$ cat src/rtl/pac_pkg.sv
package pac_pkg;

    localparam int ADDR_W      = 14;
    localparam int ROW_W       = 5;
    localparam int USER_PHYS_W = 12;
    localparam int DIDX_W      = 8;
    localparam int HI_BIT      = ADDR_W - 1;

    typedef logic [ADDR_W-1:0] ptr_t;

    localparam ptr_t PTR_ZERO = '0;
    localparam ptr_t CFG_BASE = ptr_t'(1) << HI_BIT;

    localparam logic [ROW_W-1:0] ID_LAST    = ROW_W'(3);
    localparam logic [ROW_W-1:0] DEVID_OFS  = ROW_W'(6);
    localparam logic [ROW_W-1:0] CFGW1_OFS  = ROW_W'(7);
    localparam logic [ROW_W-1:0] CFGW2_OFS  = ROW_W'(8);
    localparam logic [ROW_W-1:0] AVAIL_LAST = CFGW2_OFS;

    typedef enum logic [2:0] {
        LOC_USER   = 3'd0,
        LOC_ID     = 3'd1,
        LOC_RSVD   = 3'd2,
        LOC_DEVID  = 3'd3,
        LOC_CFGW1  = 3'd4,
        LOC_CFGW2  = 3'd5,
        LOC_BEYOND = 3'd6
    } loc_kind_e;

    typedef struct packed {
        logic load;
        logic inc;
    } strobe_t;

    typedef struct packed {
        logic      in_cfg;
        logic      row_hit;
        logic      avail;
        loc_kind_e kind;
    } region_t;

    // Next pointer: load has priority; top half wraps inside itself.
    function automatic ptr_t next_ptr(ptr_t p, strobe_t s);
        ptr_t n;
        n = p;
        if (s.load) begin
            n = CFG_BASE;
        end else if (s.inc) begin
            if (p[HI_BIT]) begin
                n = {1'b1, p[HI_BIT-1:0] + 1'b1};
            end else begin
                n = p + 1'b1;
            end
        end
        return n;
    endfunction

    function automatic logic in_row(ptr_t p);
        return p[HI_BIT] && (p[HI_BIT-1:ROW_W] == '0);
    endfunction

    function automatic loc_kind_e classify(ptr_t p);
        loc_kind_e k;
        logic [ROW_W-1:0] ofs;
        ofs = p[ROW_W-1:0];
        if (!p[HI_BIT]) begin
            k = LOC_USER;
        end else if (!in_row(p)) begin
            k = LOC_BEYOND;
        end else if (ofs <= ID_LAST) begin
            k = LOC_ID;
        end else if (ofs == DEVID_OFS) begin
            k = LOC_DEVID;
        end else if (ofs == CFGW1_OFS) begin
            k = LOC_CFGW1;
        end else if (ofs == CFGW2_OFS) begin
            k = LOC_CFGW2;
        end else begin
            k = LOC_RSVD;
        end
        return k;
    endfunction

endpackage

$ cat src/rtl/pac_pointer.sv
module pac_pointer
    import pac_pkg::*;
(
    input  logic    clk,
    input  logic    rst,
    input  strobe_t strobe,
    output ptr_t    ptr
);

    ptr_t ptr_q;

    always_ff @(posedge clk) begin
        if (rst) begin
            ptr_q <= PTR_ZERO;
        end else begin
            ptr_q <= next_ptr(ptr_q, strobe);
        end
    end

    assign ptr = ptr_q;

endmodule

$ cat src/rtl/pac_region_decode.sv
module pac_region_decode
    import pac_pkg::*;
(
    input  ptr_t    ptr,
    output region_t region
);

    always_comb begin
        region.in_cfg  = ptr[HI_BIT];
        region.row_hit = in_row(ptr);
        region.avail   = in_row(ptr) && (ptr[ROW_W-1:0] <= AVAIL_LAST);
        region.kind    = classify(ptr);
    end

endmodule

$ cat src/rtl/pac_phys_map.sv
module pac_phys_map
    import pac_pkg::*;
#(
    parameter int PHYS_W = USER_PHYS_W,
    parameter int IDX_W  = DIDX_W
) (
    input  ptr_t              ptr,
    output logic [PHYS_W-1:0] user_addr,
    output logic [IDX_W-1:0]  data_idx
);

    generate
        if (PHYS_W < ADDR_W) begin : g_alias
            assign user_addr = ptr[PHYS_W-1:0];
        end else begin : g_full
            assign user_addr = PHYS_W'(ptr);
        end
    endgenerate

    assign data_idx = ptr[IDX_W-1:0];

endmodule

$ cat src/rtl/pac_prog_addr_ctr.sv
module pac_prog_addr_ctr
    import pac_pkg::*;
#(
    parameter int PHYS_W = USER_PHYS_W,
    parameter int IDX_W  = DIDX_W
) (
    input  logic              clk,
    input  logic              rst,
    input  logic              inc_i,
    input  logic              load_cfg_i,
    output logic [ADDR_W-1:0] ptr_o,
    output logic [PHYS_W-1:0] user_addr_o,
    output logic              in_cfg_o,
    output logic              cfg_row_o,
    output logic              cfg_avail_o,
    output logic [IDX_W-1:0]  data_idx_o,
    output logic [2:0]        loc_kind_o
);

    strobe_t strobe;
    ptr_t    ptr;
    region_t region;

    assign strobe.load = load_cfg_i;
    assign strobe.inc  = inc_i;

    pac_pointer u_pointer (
        .clk    (clk),
        .rst    (rst),
        .strobe (strobe),
        .ptr    (ptr)
    );

    pac_region_decode u_decode (
        .ptr    (ptr),
        .region (region)
    );

    pac_phys_map #(
        .PHYS_W (PHYS_W),
        .IDX_W  (IDX_W)
    ) u_map (
        .ptr       (ptr),
        .user_addr (user_addr_o),
        .data_idx  (data_idx_o)
    );

    assign ptr_o       = ptr;
    assign in_cfg_o    = region.in_cfg;
    assign cfg_row_o   = region.row_hit;
    assign cfg_avail_o = region.avail;
    assign loc_kind_o  = region.kind;

endmodule

$ cat config.mk
export PLATFORM = sky130hd
export DESIGN_NAME = pac_prog_addr_ctr
export DESIGN_NICKNAME = d
export VERILOG_FILES = /design/src/rtl/pac_pkg.sv /design/src/rtl/pac_pointer.sv /design/src/rtl/pac_region_decode.sv /design/src/rtl/pac_phys_map.sv /design/src/rtl/pac_prog_addr_ctr.sv
export SDC_FILE = /design/constraint.sdc
export NUM_CORES = 1
export LEC_CHECK = 0
export BUFFER_PORTS_ARGS = -buffer_cell sky130_fd_sc_hd__buf_2
export CORE_ASPECT_RATIO = 0.8
export CORE_MARGIN = 2
export CORE_UTILIZATION = 47
export DETAILED_ROUTE_END_ITERATION = 16
export MAX_ROUTING_LAYER = met4
export PLACE_DENSITY = 0.79
export SYNTH_ARGS = -nofsm -noshare
export SYNTH_HDL_FRONTEND = slang
export SYNTH_SLANG_ARGS = --single-unit
$ cat constraint.sdc
create_clock -name clk -period 1.95 [get_ports clk]
set_input_delay 0.2925 -clock clk [delete_from_list [all_inputs] [get_ports clk]]
set_output_delay 0.2925 -clock clk [all_outputs]
set_load 0.005 [all_outputs]
## After elaboration in Yosys (flattened, before gate mapping)

Index checks and enable logic that the tools add are counted.

- Add/sub/neg operators: 2
- Magnitude comparators: 2
- Eq/ne operators: 3
- Mux-type cells: 9
- Reductions and logical operators: 5

Operators by type and width:

| cell | count |
|---|---|
| 2-to-1 mux 14 bit | 3 |
| 2-to-1 mux 3 bit | 6 |
| adder 14 x 1 -> 14 bit (second input constant) | 1 |
| adder 13 x 1 -> 13 bit (second input constant) | 1 |
| equality test 5 x 3 -> 1 bit (second input constant) | 2 |
| zero test 8 bit | 1 |
| equality test 5 x 4 -> 1 bit (second input constant) | 1 |
| less-or-equal comparator 5 x 2 -> 1 bit (second input constant) | 1 |
| less-or-equal comparator 5 x 4 -> 1 bit (second input constant) | 1 |
| logical AND 1 bit | 2 |
| nonzero test 2 bit | 1 |
| OR reduction 2 bit | 1 |

- Register bits after elaboration: 14
- Bits of input ports: 4
- Logic and storage cells: 23

## Longest topological paths before layout

- Word-level depth: 7
- Mapped depth: 5
- Depth with buffers taken out: 5

## By module

Synthesis repeated with hierarchy kept, for this count alone.

- Cell total of the unflattened synthesis: 110
- Area total of the unflattened synthesis: 917.1 µm²

By module, submodules not included:

| module | instances | cells each | area each (µm²) | sequential area each (µm²) |
|---|---|---|---|---|
| pac_pointer | 1 | 72 | 641.9 | 280.3 |
| pac_phys_map | 1 | 20 | 150.1 | 0.0 |
| pac_region_decode | 1 | 18 | 125.1 | 0.0 |

## Least setup slack after synthesis

No wires, ideal clock.

- Path type: reg-to-output
- Start point: register u_pointer.ptr_q[1], in the netlist u_pointer.ptr[1]
- End point: output port loc_kind_o[0]
- Data arrival time: 1417 ps
- Data required time: 1657 ps
- Slack: 241 ps
- Stages on the path, launching flop included: 5
- Path buffers: 0
- Cell sequence: dfxtp_1 > ha_1 > and3b_1 > or3_1 > a31oi_1

- Cells in the longest elaborated chain, start to end: 7
- Elaborated cells between the ends (all ways): 10
- Classes of those cells: order compare: 1; eq/ne: 3; mux: 6

RTL lines:

| what | RTL line | text |
|---|---|---|
| start: declaration | pac_pointer.sv:10 | `ptr_t ptr_q;` |
| start signal: assignment | pac_pointer.sv:16 | `ptr_q <= next_ptr(ptr_q, strobe);` |
| equality test 5 x 4 -> 1 bit | pac_pkg.sv:76 | `end else if (ofs == CFGW2_OFS) begin` |
| 2-to-1 mux 3 bit | pac_pkg.sv:76 |  |
| 2-to-1 mux 3 bit | pac_pkg.sv:74 | `end else if (ofs == CFGW1_OFS) begin` |
| 2-to-1 mux 3 bit | pac_pkg.sv:72 | `end else if (ofs == DEVID_OFS) begin` |
| 2-to-1 mux 3 bit * | pac_pkg.sv:70 | `end else if (ofs <= ID_LAST) begin` |
| 2-to-1 mux 3 bit * | pac_pkg.sv:68 | `end else if (!in_row(p)) begin` |
| 2-to-1 mux 3 bit * | pac_pkg.sv:66 | `if (!p[HI_BIT]) begin` |
| end: declaration | pac_prog_addr_ctr.sv:17 | `output logic [2:0] loc_kind_o` |

Mark *: on every way between the ends. The rest lies on a longest branch, timed or not.

## Worst setup path in the final report

- Start point: register u_pointer.ptr_q[1], in the netlist u_pointer.ptr[1]
- End point: output port loc_kind_o[2]

The elaborated chain is that of the path after synthesis.

==> results.py <==
metrics = {
    "run_status": {
        "outcome": "complete, no violations",
    },
    "pwr": {
        "p_leak_nw": 0.524,
        "p_per_area_nw_per_um2": 433,
        "ir_drop_mv": 0.329,
    },
    "global_route": {
        "grt_usage_pct": 17.4,
        "grt_pass1_vias": 691,
        "grt_pass1_wl_mm": 3.27,
        "grt_max_degree": 15,
        "antenna_found_initial": 0,
        "overflow": 0,
    },
    "logic_synthesis": {
        "synth.largest_area_cell": "dfxtp_1",
        "synth_seq_cells": 14,
        "synth_fp_nets": 127,
        "ys_types": 34,
        "yosysTopAreaCellShare_pct": 27.5,
        "synth_cells": 120,
        "synthTopCellsByArea": "dfxtp_1 27%, buf_4 17%, mux2i_1 3.9%, ha_1 3.7%, or4_1 3.7%",
        "synth-seq-area-share_pct": 27.5,
        "syn_area_um2": 1020,
        "synth_area_per_cell_um2": 8.51,
        "ys.warnings.count": 0,
    },
    "timing": {
        "post-route-min-period_ns": 1.91,
        "hold_violations": 0,
        "slew_headroom_pct": 71.3,
        "rsz0062_at_grt": "true",
        "holdWs_ns": 0.217,
        "slew_violations": 0,
        "setup_viol": 0,
        "finalCritPeriodShare_pct": 98.0,
        "clock.fmax_mhz": 523,
        "worst_pin_slew_ns": 0.426,
        "skew_ns": 0.00168,
    },
    "critical_path": {
        "r2r-end": "u_pointer.ptr[13]",
        "r2r_slack_ns": 0.27,
        "startpoint_type": "register",
        "r2r_cells": 3,
        "required_ns": 1.66,
        "crit_arrival_ns": 1.62,
        "end_kind": "output pin",
        "r2r_start": "u_pointer.ptr[3]",
        "path_max_fanout": 7,
        "path_class": "register to output pin",
    },
    "finish": {
        "mostFrequentLayoutCells": "43 x buf_2, 9 x dfxtp_1, 8 x nor2_1",
        "drive_above_1_share_pct": 46.5,
        "syn2layout_area_growth_pct": 15.2,
        "largest_reg_flops": 14,
        "top_register": "u_pointer.ptr",
        "reg_top3": "u_pointer.ptr x14",
        "final_common_cell": "buf_2",
        "instances_no_fill": 167,
        "antenna_cells": 0,
        "layout.nets": 151,
    },
    "placement": {
        "place.gp.congestion": 0.794,
        "placed_cells": 164,
        "port_buffers": 43,
        "hpwl_mm": 1.62,
    },
    "clock_tree": {
        "cts_made_buffers": 3,
        "cts_max_path_buffers": 2,
        "cts-htree-levels": 1,
        "clock_latency_ns": 0.28,
        "postCtsHoldBufs": 0,
        "cts_tree": "done",
        "root_buffer": "clkbuf_4",
        "cts_num_sinks": 14,
        "path_clk_slew_ns": 0.08,
    },
    "min_path": {
        "min_from": "rst",
        "hold_class": "input pin to register",
        "hold_depth": 2,
        "hold_path_end": "u_pointer.ptr[13]",
    },
    "detailed_routing": {
        "drc": 0,
        "drt-total-wl_mm": 2.25,
        "drt_iter0_markers": 30,
        "drt-pass1-iter-count": 4,
        "drtAntennaViolNets": 0,
        "via_per_inst": 5.53,
        "num_vias": 923,
        "drt-wirelength-per-cell_um": 13.4,
    },
    "job": {
        "maxCapViolCount": 0,
    },
    "floorplan": {
        "rows": 15,
        "core_um2": 2100,
        "die_h_um": 45.7,
        "die_w_um": 56.1,
        "io_pins": 44,
        "dieArea_um2": 2560,
        "initial_core_util_pct": 48.6,
    },
}
-- kinds of logic after synthesis --
kind of cell	count (synthesis)	synth area share [%]
fa+ha+maj	3	3.68
xor+xnor	4	3.43
flops	14	27.5
compound gates	17	11.3
mux	4	3.92
buf+inv	31	21.4
simple gates	47	28.8
-- power by group --
part	leakage (nW)	internal (mW)	switching, mW	total [mW]
Sequential	0.116	0.287	0.00444	0.291
Combinational	0.394	0.0263	0.0275	0.0537
Clock	0.0138	0.0717	0.0929	0.165
Total	0.524	0.385	0.125	0.510
-- worst max-delay path, cell delays in order (launching register included) --
cell	delay [ns]
dfxtp_4	0.40
buf_6	0.12
ha_2	0.17
nand4bb_4	0.14
a21oi_2	0.07
o41a_1	0.31
buf_2	0.13
-- synth_stat cells, drive strengths merged --
master and instances:
o41a 1, or2 1, mux2i 4, or3 4
o31ai 4, xnor2 1, nand2 8, nor4b 2
nor4 4, inv 4, nand4bb 1, nor3 1
or4 5, a31oi 1, o311a 1, ha 3
and3b 1, o21a 3, nand2b 1, nand4 4
buf 26, nand3b 2, xor2 3, dfxtp 14
nand3 5, nor2 8, clkbuf 1, a21oi 7
-- per-stage QoR --
stage	power, mW	setup slack, ns	utilization [%]	setup TNS [ns]	area (µm²)
2_1_floorplan	0.332	0.241	-	0	1020
3_3_place_gp	0.350	0.220	51.7	0	1090
3_5_place_dp	0.351	0.150	51.7	0	1090
4_1_cts	0.513	0.000701	54.6	0	1150
5_1_grt	0.532	-0.0406	56.0	-0.0807	1180
6_report	0.510	0.0395	56.0	0	1180
-- how the worst max path moves through the flow --
stage | startpoint | endpoint | slack (ns)
after floorplan | u_pointer.ptr[1] | loc_kind_o[0] | 0.24
after CTS | u_pointer.ptr[1] | loc_kind_o[2] | 0.0007
after global routing | u_pointer.ptr[0] | loc_kind_o[0] | -0.04
after global placement | u_pointer.ptr[0] | loc_kind_o[1] | 0.22
after detailed placement | u_pointer.ptr[0] | loc_kind_o[1] | 0.15
final | u_pointer.ptr[1] | loc_kind_o[2] | 0.04
-- cell type report --
cell class / instances / area, µm²
clock buffer: 3 / 22.5
fill: 202 / 926
inverter: 4 / 15.0
multi-input combinational: 75 / 574
sequential: 14 / 292
tap: 25 / 31.3
timing repair buffer: 46 / 241
-- metal layers --
metal | vias up | global-route usage [%] | routed length [µm]
met1 | 435 | 20.1 | 1020
met3 | 2 | 5.97 | 132
met2 | 30 | 29.2 | 1080
met5 | - | - | 0
met4 | 0 | 5.24 | 19
li1 | 456 | - | -
-- timing repair --
item	in CTS	in global routing
setup endpoints to repair	4	4
pin swaps	2	1
setup buffers	0	0
resized for setup	10	7
Note: power is estimated with default switching activity, not from simulation.
